==> src/rtl/nor_seq_pkg.sv <==
package nor_seq_pkg;

    typedef enum logic [3:0] {
        ST_IDLE,
        ST_WR_SETUP,
        ST_WR_STROBE,
        ST_PGM_WAIT,
        ST_RD_SETUP,
        ST_RD_STROBE,
        ST_JUDGE,
        ST_ABORT_SETUP,
        ST_ABORT_STROBE,
        ST_FINISH
    } seq_state_t;

    typedef enum logic [1:0] {
        RES_OK      = 2'd0,
        RES_DEV_TMO = 2'd1,
        RES_CTL_TMO = 2'd2,
        RES_UNKNOWN = 2'd3
    } result_t;

    localparam logic [7:0] CMD_UNLOCK_1 = 8'hAA;
    localparam logic [7:0] CMD_UNLOCK_2 = 8'h55;
    localparam logic [7:0] CMD_PROGRAM  = 8'hA0;
    localparam logic [7:0] CMD_RESET    = 8'hF0;

    localparam int BUSY_BIT = 6;
    localparam int TMO_BIT  = 5;

    localparam logic [1:0] STEP_FIRST  = 2'd0;
    localparam logic [1:0] STEP_SHORT  = 2'd2;
    localparam logic [1:0] STEP_DATUM  = 2'd3;

endpackage

==> src/rtl/nor_cmd_rom.sv <==
module nor_cmd_rom
    import nor_seq_pkg::*;
#(
    parameter int AW    = 16,
    parameter int LANES = 1,
    parameter int DW    = 8 * LANES,
    parameter logic [AW-1:0] UNLOCK_A = 'h555,
    parameter logic [AW-1:0] UNLOCK_B = 'h2AA
) (
    input  logic [1:0]    step,
    input  logic [AW-1:0] tgt_addr,
    input  logic [DW-1:0] tgt_data,
    output logic [AW-1:0] cyc_addr,
    output logic [DW-1:0] cyc_data
);
    logic [7:0]    cmd_byte;
    logic [DW-1:0] cmd_word;

    always_comb begin
        unique case (step)
            2'd0:    cmd_byte = CMD_UNLOCK_1;
            2'd1:    cmd_byte = CMD_UNLOCK_2;
            default: cmd_byte = CMD_PROGRAM;
        endcase
    end

    for (genvar ln = 0; ln < LANES; ln++) begin : g_lane
        assign cmd_word[8*ln +: 8] = cmd_byte;
    end

    always_comb begin
        unique case (step)
            2'd1:       cyc_addr = UNLOCK_B;
            STEP_DATUM: cyc_addr = tgt_addr;
            default:    cyc_addr = UNLOCK_A;
        endcase
        cyc_data = (step == STEP_DATUM) ? tgt_data : cmd_word;
    end
endmodule

==> src/rtl/nor_tick_timer.sv <==
module nor_tick_timer #(
    parameter int TW = 6
) (
    input  logic          clk,
    input  logic          rst_n,
    input  logic          load,
    input  logic [TW-1:0] load_val,
    input  logic          run,
    output logic          zero
);
    logic [TW-1:0] cnt;

    always_ff @(posedge clk or negedge rst_n) begin
        if (!rst_n) begin
            cnt <= '0;
        end else if (load) begin
            cnt <= load_val;
        end else if (run && (cnt != '0)) begin
            cnt <= cnt - 1'b1;
        end
    end

    assign zero = (cnt == '0);
endmodule

==> src/rtl/nor_pair_judge.sv <==
module nor_pair_judge
    import nor_seq_pkg::*;
#(
    parameter int LANES = 1,
    parameter int DW    = 8 * LANES
) (
    input  logic [DW-1:0] rd_a,
    input  logic [DW-1:0] rd_b,
    input  logic [DW-1:0] expect_val,
    input  logic          timed_out,
    output logic          toggling,
    output result_t       verdict
);
    logic [LANES-1:0] lane_tog;
    logic [LANES-1:0] lane_dev;

    for (genvar ln = 0; ln < LANES; ln++) begin : g_lane
        assign lane_tog[ln] = rd_a[8*ln + BUSY_BIT] ^ rd_b[8*ln + BUSY_BIT];
        assign lane_dev[ln] = lane_tog[ln] & rd_b[8*ln + TMO_BIT];
    end

    assign toggling = |lane_tog;

    always_comb begin
        if ((rd_a == expect_val) && (rd_b == expect_val)) begin
            verdict = RES_OK;
        end else if (timed_out) begin
            verdict = (|lane_dev) ? RES_DEV_TMO : RES_CTL_TMO;
        end else begin
            verdict = RES_UNKNOWN;
        end
    end
endmodule

==> src/rtl/nor_word_prog.sv <==
module nor_word_prog
    import nor_seq_pkg::*;
#(
    parameter int AW         = 16,
    parameter int LANES      = 1,
    parameter int DW         = 8 * LANES,
    parameter logic [AW-1:0] UNLOCK_A = 'h555,
    parameter logic [AW-1:0] UNLOCK_B = 'h2AA,
    parameter int PROG_WAIT  = 5,
    parameter int POLL_LIMIT = 40
) (
    input  logic          clk,
    input  logic          rst_n,
    input  logic          start,
    output logic          ready,
    input  logic [AW-1:0] tgt_addr,
    input  logic [DW-1:0] tgt_data,
    input  logic          use_bypass,
    output logic          done,
    output logic [1:0]    err_code,
    output logic [AW-1:0] fl_addr,
    output logic [DW-1:0] fl_dout,
    input  logic [DW-1:0] fl_din,
    output logic          fl_ce_n,
    output logic          fl_we_n,
    output logic          fl_oe_n
);
    localparam int MAXCNT = (PROG_WAIT > POLL_LIMIT) ? PROG_WAIT : POLL_LIMIT;
    localparam int TW     = $clog2(MAXCNT + 1);

    seq_state_t    state, nxt;
    logic [1:0]    step;
    logic          rd_sel;
    logic          confirm;
    logic          tmo_hit;
    logic [AW-1:0] lat_addr;
    logic [DW-1:0] lat_data;
    logic [DW-1:0] rd_first;
    logic [DW-1:0] rd_second;
    result_t       err_q;

    logic          tmr_load;
    logic [TW-1:0] tmr_val;
    logic          tmr_run;
    logic          tmr_zero;
    logic [AW-1:0] rom_addr;
    logic [DW-1:0] rom_data;
    logic [DW-1:0] judge_b;
    logic          pair_tog;
    result_t       verdict;
    logic          keep_poll;

    nor_cmd_rom #(
        .AW(AW), .LANES(LANES), .DW(DW),
        .UNLOCK_A(UNLOCK_A), .UNLOCK_B(UNLOCK_B)
    ) u_rom (
        .step(step), .tgt_addr(lat_addr), .tgt_data(lat_data),
        .cyc_addr(rom_addr), .cyc_data(rom_data)
    );

    nor_tick_timer #(.TW(TW)) u_tmr (
        .clk(clk), .rst_n(rst_n), .load(tmr_load), .load_val(tmr_val),
        .run(tmr_run), .zero(tmr_zero)
    );

    assign judge_b = (state == ST_JUDGE) ? rd_second : fl_din;

    nor_pair_judge #(.LANES(LANES), .DW(DW)) u_judge (
        .rd_a(rd_first), .rd_b(judge_b), .expect_val(lat_data),
        .timed_out(tmo_hit), .toggling(pair_tog), .verdict(verdict)
    );

    assign keep_poll = pair_tog && !tmr_zero;
    assign tmr_run   = (state == ST_PGM_WAIT) || (state == ST_RD_SETUP) ||
                       (state == ST_RD_STROBE);

    // next-state and timer control
    always_comb begin
        nxt      = state;
        tmr_load = 1'b0;
        tmr_val  = '0;
        unique case (state)
            ST_IDLE:         if (start) nxt = ST_WR_SETUP;
            ST_WR_SETUP:     nxt = ST_WR_STROBE;
            ST_WR_STROBE: begin
                if (step == STEP_DATUM) begin
                    nxt      = ST_PGM_WAIT;
                    tmr_load = 1'b1;
                    tmr_val  = TW'(PROG_WAIT);
                end else begin
                    nxt = ST_WR_SETUP;
                end
            end
            ST_PGM_WAIT: begin
                if (tmr_zero) begin
                    nxt      = ST_RD_SETUP;
                    tmr_load = 1'b1;
                    tmr_val  = TW'(POLL_LIMIT);
                end
            end
            ST_RD_SETUP:     nxt = ST_RD_STROBE;
            ST_RD_STROBE:    nxt = (rd_sel && confirm) ? ST_JUDGE : ST_RD_SETUP;
            ST_JUDGE:        nxt = (verdict == RES_OK) ? ST_FINISH : ST_ABORT_SETUP;
            ST_ABORT_SETUP:  nxt = ST_ABORT_STROBE;
            ST_ABORT_STROBE: nxt = ST_FINISH;
            ST_FINISH:       nxt = ST_IDLE;
            default:         nxt = ST_IDLE;
        endcase
    end

    // state register and datapath registers
    always_ff @(posedge clk or negedge rst_n) begin
        if (!rst_n) begin
            state     <= ST_IDLE;
            step      <= STEP_FIRST;
            rd_sel    <= 1'b0;
            confirm   <= 1'b0;
            tmo_hit   <= 1'b0;
            lat_addr  <= '0;
            lat_data  <= '0;
            rd_first  <= '0;
            rd_second <= '0;
            err_q     <= RES_OK;
        end else begin
            state <= nxt;
            unique case (state)
                ST_IDLE: begin
                    if (start) begin
                        lat_addr <= tgt_addr;
                        lat_data <= tgt_data;
                        step     <= use_bypass ? STEP_SHORT : STEP_FIRST;
                        rd_sel   <= 1'b0;
                        confirm  <= 1'b0;
                        tmo_hit  <= 1'b0;
                    end
                end
                ST_WR_STROBE: begin
                    if (step != STEP_DATUM) step <= step + 2'd1;
                end
                ST_RD_STROBE: begin
                    if (!rd_sel) begin
                        rd_first <= fl_din;
                        rd_sel   <= 1'b1;
                    end else begin
                        rd_second <= fl_din;
                        rd_sel    <= 1'b0;
                        if (!confirm && !keep_poll) begin
                            confirm <= 1'b1;
                            tmo_hit <= pair_tog && tmr_zero;
                        end
                    end
                end
                ST_JUDGE: err_q <= verdict;
                default: ;
            endcase
        end
    end

    // outputs decoded from the state
    always_comb begin
        ready    = (state == ST_IDLE);
        done     = (state == ST_FINISH);
        err_code = err_q;
        fl_ce_n  = 1'b1;
        fl_we_n  = 1'b1;
        fl_oe_n  = 1'b1;
        fl_addr  = '0;
        fl_dout  = '0;
        unique case (state)
            ST_WR_SETUP, ST_WR_STROBE: begin
                fl_ce_n = 1'b0;
                fl_we_n = (state != ST_WR_STROBE);
                fl_addr = rom_addr;
                fl_dout = rom_data;
            end
            ST_RD_SETUP, ST_RD_STROBE: begin
                fl_ce_n = 1'b0;
                fl_oe_n = (state != ST_RD_STROBE);
                fl_addr = lat_addr;
            end
            ST_ABORT_SETUP, ST_ABORT_STROBE: begin
                fl_ce_n = 1'b0;
                fl_we_n = (state != ST_ABORT_STROBE);
                fl_dout = {LANES{CMD_RESET}};
            end
            default: ;
        endcase
    end
endmodule

==> config.mk <==
export PLATFORM = sky130hd
export DESIGN_NAME = nor_word_prog
export DESIGN_NICKNAME = d
export VERILOG_FILES = /design/src/rtl/nor_seq_pkg.sv /design/src/rtl/nor_cmd_rom.sv /design/src/rtl/nor_tick_timer.sv /design/src/rtl/nor_pair_judge.sv /design/src/rtl/nor_word_prog.sv
export SDC_FILE = /design/constraint.sdc
export NUM_CORES = 1
export LEC_CHECK = 0
export BUFFER_PORTS_ARGS = -buffer_cell sky130_fd_sc_hd__buf_2
export CORE_ASPECT_RATIO = 1.4
export CORE_UTILIZATION = 59
export CTS_CLUSTER_SIZE = 24
export DETAILED_ROUTE_END_ITERATION = 8
export PLACE_DENSITY = 0.85
export SYNTH_ARGS = -nofsm -noshare
export SYNTH_HDL_FRONTEND = slang
export SYNTH_SLANG_ARGS = --single-unit
==> constraint.sdc <==
create_clock -name clk -period 3.2 [get_ports clk]
set_input_delay 0 -clock clk [delete_from_list [all_inputs] [get_ports clk]]
set_output_delay 0 -clock clk [all_outputs]
set_load 0.005 [all_outputs]
Yosys cells after proc, flatten, opt, wreduce, memory -nomap -nowiden
Cells that the tools add are included.
{"block": "word_totals", "regBits": 57, "input_bits": 36, "out_inout_bits": 31, "elab_cells": 107}
{"block": "op_classes", "add_sub_neg": 2, "n_eq_ne": 22, "n_mux": 39, "bitwise": 3, "reduce_logical": 30}
{"operator": "$pmux W16 S2", "count": 2}
{"operator": "$pmux W4 S9", "count": 1}
{"operator": "$pmux W8 S2", "count": 2}
{"operator": "$mux W6", "count": 3}
{"operator": "$eq A4 B3 Y1 const B", "count": 4}
{"operator": "$eq A8 B8 Y1", "count": 2}
{"operator": "$mux W2", "count": 8}
{"operator": "$mux W8", "count": 2}
{"operator": "$mux W4", "count": 3}
{"operator": "$pmux W6 S2", "count": 1}
{"operator": "$mux W1", "count": 10}
{"operator": "$ne A2 B2 Y1 const B", "count": 5}
{"operator": "$pmux W1 S2", "count": 5}
{"operator": "$reduce_and A2 Y1", "count": 5}
{"operator": "$eq A4 B2 Y1 const B", "count": 2}
{"operator": "$eq A4 B4 Y1 const B", "count": 2}
{"operator": "$logic_and A1 B1 Y1", "count": 6}
{"operator": "$logic_not A6 Y1", "count": 1}
{"operator": "$reduce_bool A2 Y1", "count": 3}
{"operator": "$reduce_bool A6 Y1", "count": 1}
{"operator": "$reduce_or A2 Y1", "count": 3}
{"operator": "$reduce_or A6 Y1", "count": 1}
{"operator": "$sub A6 B1 Y6 const B", "count": 1}
{"operator": "$eq A4 B1 Y1 const B", "count": 1}
{"operator": "other kinds (18)", "count": 22}

Depth between registers and ports, before layout
Gate-level depths: netlist (run 1).
{"block": "depth", "word_depth": 10, "mapped_depth": 8, "ltp_nobuf": 7}

Cells and area by module
From an unflattened synthesis (run 1), not the netlist that was laid out.
{"block": "hier_totals", "cells_unflattened": 341, "area_unflattened_um2": 3626.0}
{"module": "nor_word_prog", "n_inst": 1, "cells_per_inst": 225, "area_each_um2": 2786.4, "seq_area_each_um2": 1276.2}
{"module": "nor_tick_timer", "n_inst": 1, "cells_per_inst": 44, "area_each_um2": 395.4, "seq_area_each_um2": 150.1}
{"module": "nor_cmd_rom", "n_inst": 1, "cells_per_inst": 47, "area_each_um2": 274.0, "seq_area_each_um2": 0.0}
{"module": "nor_pair_judge", "n_inst": 1, "cells_per_inst": 25, "area_each_um2": 170.2, "seq_area_each_um2": 0.0}

Least setup slack after synthesis (run 1)
Ideal clock, no wire load.
{"block": "synth_timing", "path_type": "reg-to-reg", "from": "reg state[0]", "to": "reg state[1]", "setup_time_ns": 0.136, "arrival_time_ns": 1.755, "required_time_ns": 3.064, "path_slack_ns": 1.309, "path_stages_with_launch": 7, "n_path_buf": 0, "period_less_slack_ns": 1.891, "path_cell_list": "dfrtp_1 > nand4bb_1 > or3_1 > a22o_1 > a211o_1 > nor3_2 > o21ai_0"}
{"block": "synth_via", "elab_chain_len": 10, "word_cells_on_any_way": 23, "classes_between": "eq/ne (11); mux (6); bitwise (2); reduce/logical (4)"}
{"item": "start, declared", "line_no": "nor_word_prog.sv:31", "text": "seq_state_t state, nxt;"}
{"item": "start signal, assigned", "line_no": "nor_word_prog.sv:125", "text": "state <= nxt;"}
{"item": "$eq A4 B3 Y1", "line_no": "nor_word_prog.sv:66, nor_word_prog.sv:82"}
{"item": "$mux W8", "line_no": "nor_word_prog.sv:66", "text": "assign judge_b = (state == ST_JUDGE) ? rd_second : fl_din;"}
{"item": "$xor A1 B1 Y1", "line_no": "nor_pair_judge.sv:18", "text": "assign lane_tog[ln] = rd_a[8*ln + BUSY_BIT] ^ rd_b[8*ln + BUSY_BIT];"}
{"item": "$and A1 B1 Y1", "line_no": "nor_pair_judge.sv:19", "text": "assign lane_dev[ln] = lane_tog[ln] & rd_b[8*ln + TMO_BIT];"}
{"item": "$mux W2", "line_no": "nor_pair_judge.sv:28", "text": "verdict = (|lane_dev) ? RES_DEV_TMO : RES_CTL_TMO;"}
{"item": "$mux W2", "line_no": "nor_pair_judge.sv:27", "text": "end else if (timed_out) begin"}
{"item": "$mux W2", "line_no": "nor_pair_judge.sv:25", "text": "if ((rd_a == expect_val) && (rd_b == expect_val)) begin"}
{"item": "$logic_not A2 Y1", "line_no": "nor_word_prog.sv:103", "text": "ST_JUDGE: nxt = (verdict == RES_OK) ? ST_FINISH : ST_ABORT_SETUP;"}
{"item": "$mux W4", "line_no": "nor_word_prog.sv:103"}
{"item": "$pmux W4 S9", "line_no": "nor_word_prog.sv:82", "text": "unique case (state)"}
Several ways; a longest one is shown, not always the timed one.
A chain may end at the register's enable or synchronous reset.

Worst setup path after layout (run 1)
{"block": "layout_timing", "from": "reg state[1]", "to": "out fl_addr[0]"}
{"block": "layout_via", "elab_chain_len": 3, "word_cells_on_any_way": 7, "classes_between": "eq/ne (4); mux (1); reduce/logical (2)"}
{"item": "$eq A4 B3 Y1 (tied with other cells)", "line_no": "nor_word_prog.sv:169", "text": "unique case (state)"}
{"item": "$reduce_or A2 Y1", "line_no": "nor_word_prog.sv:169"}
{"item": "$pmux W16 S2 *", "line_no": "nor_word_prog.sv:169"}
{"item": "end, declared", "line_no": "nor_word_prog.sv:21", "text": "output logic [AW-1:0] fl_addr,"}
Every way passes the cells marked *; elsewhere a longest branch is shown, timed or not.

==> metrics.json, run 1 <==
{
  "run_status": "complete, no violations",
  "area_of_all_sequential_standard_cells_um2": 1430,
  "maxCapViolations": 0,
  "synth-edff-count": 0,
  "hold_viol": 0,
  "initial_utilization_pct": 61.0,
  "multi_input_comb_area_um2": 1590,
  "slew_headroom_pct": 41.8,
  "hold_path.class": "primary input to flop",
  "report.final.setup_viol": 0,
  "io_pins": 67,
  "grt_overflow": 0,
  "timing.final.crit_share_pct": 75.6,
  "worst_ep_arrival_time_ns": 2.42,
  "grtUsageTotal_pct": 33.5,
  "ys.flop_type": "dfrtp_1",
  "placement.io_buffers": 66,
  "synth_async_sr_flop_share_pct": 100,
  "yosysTopAreaCellShare_pct": 45.7,
  "detailroute.via_count": 2845,
  "required_ns": 3.20,
  "fillers": 336,
  "post-cts-setup-buffers": 0,
  "route.detailed.wl_per_inst_um": 17.4,
  "peakVddDrop_mv": 0.624,
  "dieArea_um2": 5590,
  "yosys_warnings": 0,
  "synth.lib_cells_used.distinct": 46,
  "post_syn_area_um2": 3120,
  "skew_ns": 0.0153,
  "critical_path.cell_chain": "nand2b_1, o21ai_0, nand2_1, a21oi_1, buf_4, o21bai_1, a21o_1, buf_2",
  "rows": 31,
  "tightest_slew_ns": 0.873,
  "cts_tree": "yes",
  "worst_setup_hold_path_clk_slew_ns": 0.06,
  "dieWidth_um": 63.5,
  "netlist_instances": 318,
  "max_freq_mhz": 413,
  "endpoint_kind": "output pin",
  "drt_first_iter_violations": 238,
  "place_ws_ns": 0.893,
  "timing.final.crit_period_ns": 2.42,
  "worst_slack_ns": 0.781,
  "critical_path_peak_fanout": 17,
  "tritoncts.num_buffers": 9,
  "postSynthNetCount": 360,
  "clk-insertion-delay-late_ns": 0.34,
  "timing.critical_path.max_delay_family": "compound AO/OA/AOI/OAI gates",
  "floorplan.die.height_um": 88.1,
  "timing_max_transition_violations_final": 0,
  "design.final.nets": 462,
  "post-place-cells": 442,
  "critPathMaxStageDelay_ns": 0.62,
  "first_global_vias": 2937,
  "htree_num_levels": 3,
  "most_used_standard_cells_in_the_synthesized_netlist": "dfrtp_1, nand2_1, mux2_2, nor2_1, o21ai_0",
  "core-area_um2": 5120,
  "grt_pass1_wl_um": 14100,
  "synth_sequential_area_ratio_pct": 45.7,
  "utilization_pct": 79.0,
  "routed_wl_um": 8550,
  "rsz_0062_raised_after_global_routing": "no",
  "ctsRootBufferMaster": "clkbuf_8",
  "placed_cell_area_um2": 3520,
  "grt_start_max_net_pins": 40,
  "clock_sinks": 57,
  "finalWeightedCongestion": 0.958,
  "top_cells_by_area_synth": "dfrtp_1, mux2_2, nand2_1, o21ai_0, ha_1",
  "grt_antenna_before_repair": 0,
  "holdWs_ns": 0.0305,
  "areaGrowthSynthToFinish_pct": 29.6,
  "setup-tns-final_ns": 0,
  "final_standard_cell_area_without_fillers_um2": 4050,
  "post_route_cells_drive_above_1_share_pct": 29.7,
  "syn_avg_cell_area_um2": 9.82,
  "post-synth-top-area-cell": "dfrtp_1",
  "fin_total_pwr_mw": 3.76,
  "synth-seq-cells": 57,
  "worst_path_max_delay_cell": "dfrtp_1",
  "cts.path.max_buffers": 2,
  "cp-start-kind": "flop",
  "power.static_leakage_nw": 1.99,
  "detailed_place_hpwl_um": 5410,
  "remaining_design_rule_violation_count": 0,
  "worstPathBufferInverterCount": 2,
  "layout.cells.non_filler": 491,
  "drt_pass1_iterations": 4,
  "drt-vias-per-instance": 5.79,
  "powerDensity_nw_per_um2": 930,
  "drtAntennaViolNets": 0,
  "yosysMostFrequentCell": "dfrtp_1",
  "timing_worst_setup_path_type": "flop to output pin"
}
==> state kept, by name, indices dropped and copies added, names as in the netlist, 2 cells and up <==
name and cells:
err_code 2, lat_addr 16, lat_data 8, rd_first 8, rd_second 8, state 4, step 2, u_tmr.cnt 6
==> final timing paths <==
| kind | startpoint | end | slack, ns | cells past startpoint |
|---|---|---|---|---|
| min | use_bypass | step[1]$_DFFE_PN0P_ | 0.03 | 3 |
| max in group asynchronous | rst_n | tmo_hit$_DFFE_PN0P_ | 2.08 | 3 |
| min in group asynchronous | rst_n | lat_data[0]$_DFFE_PN0P_ | 0.31 | 2 |
| min reg2reg | err_code[1]$_DFFE_PN0P_ | err_code[1]$_DFFE_PN0P_ | 0.49 | 2 |
| max reg2reg | state[1]$_DFFE_PN0P_ | state[1]$_DFFE_PN0P_ | 0.85 | 7 |
| max | state[1]$_DFFE_PN0P_ | fl_addr[0] | 0.78 | 8 |
==> worst min-delay path, stage by stage <==
cell and delay (ns):
buf_2 0.08, o32ai_1 0.09, a31oi_1 0.14
==> final cells by class <==
class,count,area share (%)
diodes,1,0.0618
clock buffers,12,3.83
well taps,66,2.04
inverters,15,1.39
repair buffers,104,17.3
clock inverters,3,0.989
flip-flops and latches,57,35.3
multi-input cells,233,39.2
==> cell usage in the layout, fill, tap and decap left out, types with 10 or more instances in the layout <==
master         synthesis  layout
a21oi_1               13      13
buf_2                  4      66
clkbuf_8               0      11
dfrtp_1               57      57
dlygate4sd3_1          0      33
inv_1                 15      15
mux2_2                38      38
nand2_1               39      39
nand3_1               10      10
nor2_1                19      19
o21ai_0               18      18
==> power by group <==
part           total [mW]  leakage (nW)  switching [mW]  internal (mW)
registers            1.41         0.685           0.366           1.05
clock network       0.677         0.102           0.281          0.395
logic                1.68          1.20           0.843          0.832
total                3.76          1.99            1.49           2.28
==> kinds of logic (layout without fill, tap and decap cells) <==
family	count (synthesis)	in the layout	synth area share [%]
compound gates	67	67	13.7
xor+xnor	16	16	4.49
fa+ha+maj	6	6	2.40
buf+inv	28	134	3.53
flops	57	57	45.7
mux	39	39	14.0
other cells	0	1	0
simple gates	105	105	16.2
==> repair_timing <==
item | CTS | global route
hold buffers | 33 | 0
endpoints found under the hold margin | 76 | 0
gates resized for setup | 0 | 0
==> metal layers <==
layer / vias to the layer above / global-route usage (%) / routed length [um]
li1: 1315 / - / -
met1: 1391 / 38.2 / 3310
met2: 113 / 58.6 / 4530
met3: 26 / 7.29 / 431
met4: 0 / 17.4 / 272
met5: - / 0 / 0
(Power assumes the default switching activity.)
==> inputs of run 2 (changes only) <==
--- a/config.mk
+++ b/config.mk
@@ -5,12 +5,13 @@
 export SDC_FILE = /design/constraint.sdc
 export NUM_CORES = 1
 export LEC_CHECK = 0
+export ABC_AREA = 1
 export BUFFER_PORTS_ARGS = -buffer_cell sky130_fd_sc_hd__buf_2
 export CORE_ASPECT_RATIO = 1.4
-export CORE_UTILIZATION = 59
+export CORE_UTILIZATION = 55
 export CTS_CLUSTER_SIZE = 24
 export DETAILED_ROUTE_END_ITERATION = 8
-export PLACE_DENSITY = 0.85
+export PLACE_DENSITY = 0.8
 export SYNTH_ARGS = -nofsm -noshare
 export SYNTH_HDL_FRONTEND = slang
 export SYNTH_SLANG_ARGS = --single-unit
==> constraint.sdc (replaced) <==
create_clock -name clk -period 2.5 [get_ports clk]
set_input_delay 0 -clock clk [delete_from_list [all_inputs] [get_ports clk]]
set_output_delay 0 -clock clk [all_outputs]
set_load 0.005 [all_outputs]
==> metrics.json, run 2 <==
{
  "run_status": "complete, no violations",
  "antenna_diodes": 0,
  "synth_sequential_area_ratio_pct": 45.1,
  "drtAntennaViolNets": 0,
  "synth_async_sr_flop_share_pct": 100,
  "maxCapViolations": 0,
  "grt-busiest-layer": "met2",
  "post_route_cells_drive_above_1_share_pct": 18.6,
  "synth.lib_cells_used.distinct": 33,
  "worst_ep_arrival_time_ns": 2.21,
  "first_global_vias": 3069,
  "dieArea_um2": 6060,
  "grtUsageTotal_pct": 31.0,
  "dominant_combinational_cell_family_by_area_after_synthesis": "simple AND/OR/NAND/NOR gates",
  "finalWeightedCongestion": 0.909,
  "routed_wl_um": 8680,
  "worst_slack_ns": 0.289,
  "top_cells_by_area_synth": "dfrtp_1, nand2_1, o21ai_0, inv_1, nand3_1",
  "tritoncts.num_buffers": 9,
  "htree_num_levels": 3,
  "cts.path.max_buffers": 2,
  "worst_setup_path_endpoint": "fl_addr[0]",
  "r2r_setup_slk_ns": 0.33,
  "crit-reg2reg-launch": "state[0]$_DFFE_PN0P_",
  "area_share_of_xor_xnor_cells_in_the_synthesized_design_pct": 2.45,
  "rows": 32,
  "largest_register_ffs": 16,
  "worstPathBufferInverterCount": 3,
  "synthAdderAreaFrac_pct": 2.37,
  "remaining_design_rule_violation_count": 0,
  "placement.io_buffers": 66,
  "drt_first_iter_violations": 168,
  "yosys_warnings": 0,
  "critical_path_peak_fanout": 7,
  "core-area_um2": 5530,
  "critical_path.cell_chain": "inv_1, nand2_1, nor2_2, inv_1, nand2_2, nand2_1, nand2_2, a21oi_2, o21ai_0, buf_2",
  "ys.flop_type": "dfrtp_1",
  "synth_area_in_simple_gates_pct": 26.3,
  "most_frequent_cells_in_the_layout": "nand2_1, buf_2, inv_1, dfrtp_1, o21ai_0",
  "timing_worst_setup_path_type": "flop to output pin",
  "post_synth_mux_area_share_pct": 0.712,
  "timing.reg2reg.worst_path_depth": 9,
  "post_syn_area_um2": 3160,
  "required_ns": 2.50,
  "postSynthNetCount": 469,
  "timing.critical_path.max_delay_family": "simple AND/OR/NAND/NOR gates",
  "cp-start-kind": "flop",
  "detailed_place_hpwl_um": 5810,
  "yosysMostFrequentCell": "nand2_1",
  "slew_headroom_pct": 57.4,
  "global_route.usage.met1_pct": 33.8,
  "synth_compound_area_share_pct": 13.5,
  "worst-path-stages": 10,
  "drt-vias-per-instance": 5.34,
  "detailroute.via_count": 3210,
  "design.final.nets": 573,
  "clock_sinks": 57,
  "most_used_standard_cells_in_the_synthesized_netlist": "nand2_1, inv_1, dfrtp_1, o21ai_0, nor2_1",
  "groute.layer.met3.usage_pct": 6.09,
  "synth-seq-cells": 57,
  "ctsHoldBuffers": 34,
  "report.final.setup_viol": 0,
  "max_freq_mhz": 452,
  "hold_path.class": "primary input to flop",
  "yosysTopAreaCellShare_pct": 45.1,
  "grt_antenna_before_repair": 0,
  "grt_overflow": 0,
  "route.detailed.wl_per_inst_um": 14.4,
  "timing.final.crit_share_pct": 88.4,
  "synth-edff-count": 0,
  "groute.layer.met2.usage_pct": 54.5,
  "timing.final.crit_period_ns": 2.21,
  "powerDensity_nw_per_um2": 1150,
  "timing_max_transition_violations_final": 0,
  "tightest_slew_ns": 0.638,
  "setup-tns-final_ns": 0,
  "skew_ns": 0.00742,
  "peakVddDrop_mv": 0.668,
  "power.static_leakage_nw": 2.15,
  "clk-insertion-delay-late_ns": 0.34,
  "critPathMaxStageDelay_ns": 0.46,
  "r2r_end": "lat_addr[11]$_DFFE_PN0P_",
  "grt_start_max_net_pins": 46,
  "netlist_instances": 427,
  "initial_utilization_pct": 57.2,
  "worst_path_max_delay_cell": "dfrtp_1",
  "grt_pass1_wl_um": 13900,
  "dieWidth_um": 66.1,
  "hold_viol": 0,
  "largest-register": "lat_addr",
  "rsz_0062_raised_after_global_routing": "no",
  "worst_setup_path_startpoint": "state[3]$_DFFE_PN0P_",
  "post-cts-setup-buffers": 0,
  "ctsRootBufferMaster": "clkbuf_8",
  "cts_tree": "yes",
  "worst_setup_hold_path_clk_slew_ns": 0.06,
  "endpoint_kind": "output pin",
  "drt_pass1_iterations": 6,
  "utilization_pct": 72.9,
  "cts_resizes": 0,
  "areaGrowthSynthToFinish_pct": 27.3,
  "post-synth-top-area-cell": "dfrtp_1",
  "mostFrequentLayoutCell": "nand2_1",
  "place_ws_ns": 0.485,
  "floorplan.die.height_um": 91.7,
  "io_pins": 67,
  "syn_avg_cell_area_um2": 7.41
}
==> run 2: area by class of cell <==
type	instances	area (um^2)
Clock inverter	1	5.00
Sequential cell	57	1430
Fill cell	436	1500
Clock buffer	12	145
Tap cell	68	85.1
Inverter	63	236
Multi-Input combinational cell	297	1440
Timing Repair Buffer	103	693
==> run 2: cell families (layout without fill, tap and decap cells) <==
logic type | after synthesis | after routing
AND/OR/NAND/NOR | 203 | 203
buffers and inverters | 73 | 179
adder cells (fa/ha/maj) | 6 | 6
XOR/XNOR | 8 | 8
flip-flops | 57 | 57
AO/OA/AOI/OAI | 78 | 78
multiplexers | 2 | 2
==> run 2: through the flow <==
step	power, mW	std cells	hold slack, ns	cell area, um^2
after floorplan	3.09	427	-0.296	3160
after global placement	3.73	554	-0.0216	3540
after detailed placement	3.78	554	-0.0219	3540
after CTS	4.56	601	0.00190	4030
after global routing	5.00	601	0.0505	4030
final	4.63	601	0.00943	4030
==> run 2: per-layer routing <==
layer | share of wire, % | wire, um | vias up
li1 | - | - | 1553
met1 | 38 | 3340 | 1490
met2 | 52 | 4520 | 130
met3 | 5.0 | 432 | 37
met4 | 4.5 | 387 | 0
met5 | 0 | 0 | -
==> run 2: power by group <==
group / internal [mW] / total (mW) / switching, mW
Sequential: 1.37 / 1.72 / 0.348
Clock: 0.369 / 0.715 / 0.346
Combinational: 0.829 / 2.19 / 1.36
Total: 2.57 / 4.63 / 2.06
==> run 2: worst min path at each step <==
| stage | cells after the start | to | slack, ns | startpoint |
|---|---|---|---|---|
| after global placement | 1 | u_tmr.cnt[3]$_DFFE_PN0P_ | -0.02 | rst_n |
| final | 3 | state[2]$_DFFE_PN0P_ | 0.009 | start |
| after detailed placement | 1 | u_tmr.cnt[3]$_DFFE_PN0P_ | -0.02 | rst_n |
| after CTS | 3 | state[2]$_DFFE_PN0P_ | 0.002 | start |
| after floorplan | 0 | confirm$_DFFE_PN0P_ | -0.30 | rst_n |
| after global routing | 3 | state[2]$_DFFE_PN0P_ | 0.05 | start |
==> run 2: worst min-delay path, cell delays in order <==
cell and delay [ns]:
buf_2 0.10, o31ai_1 0.09, a21oi_1 0.11
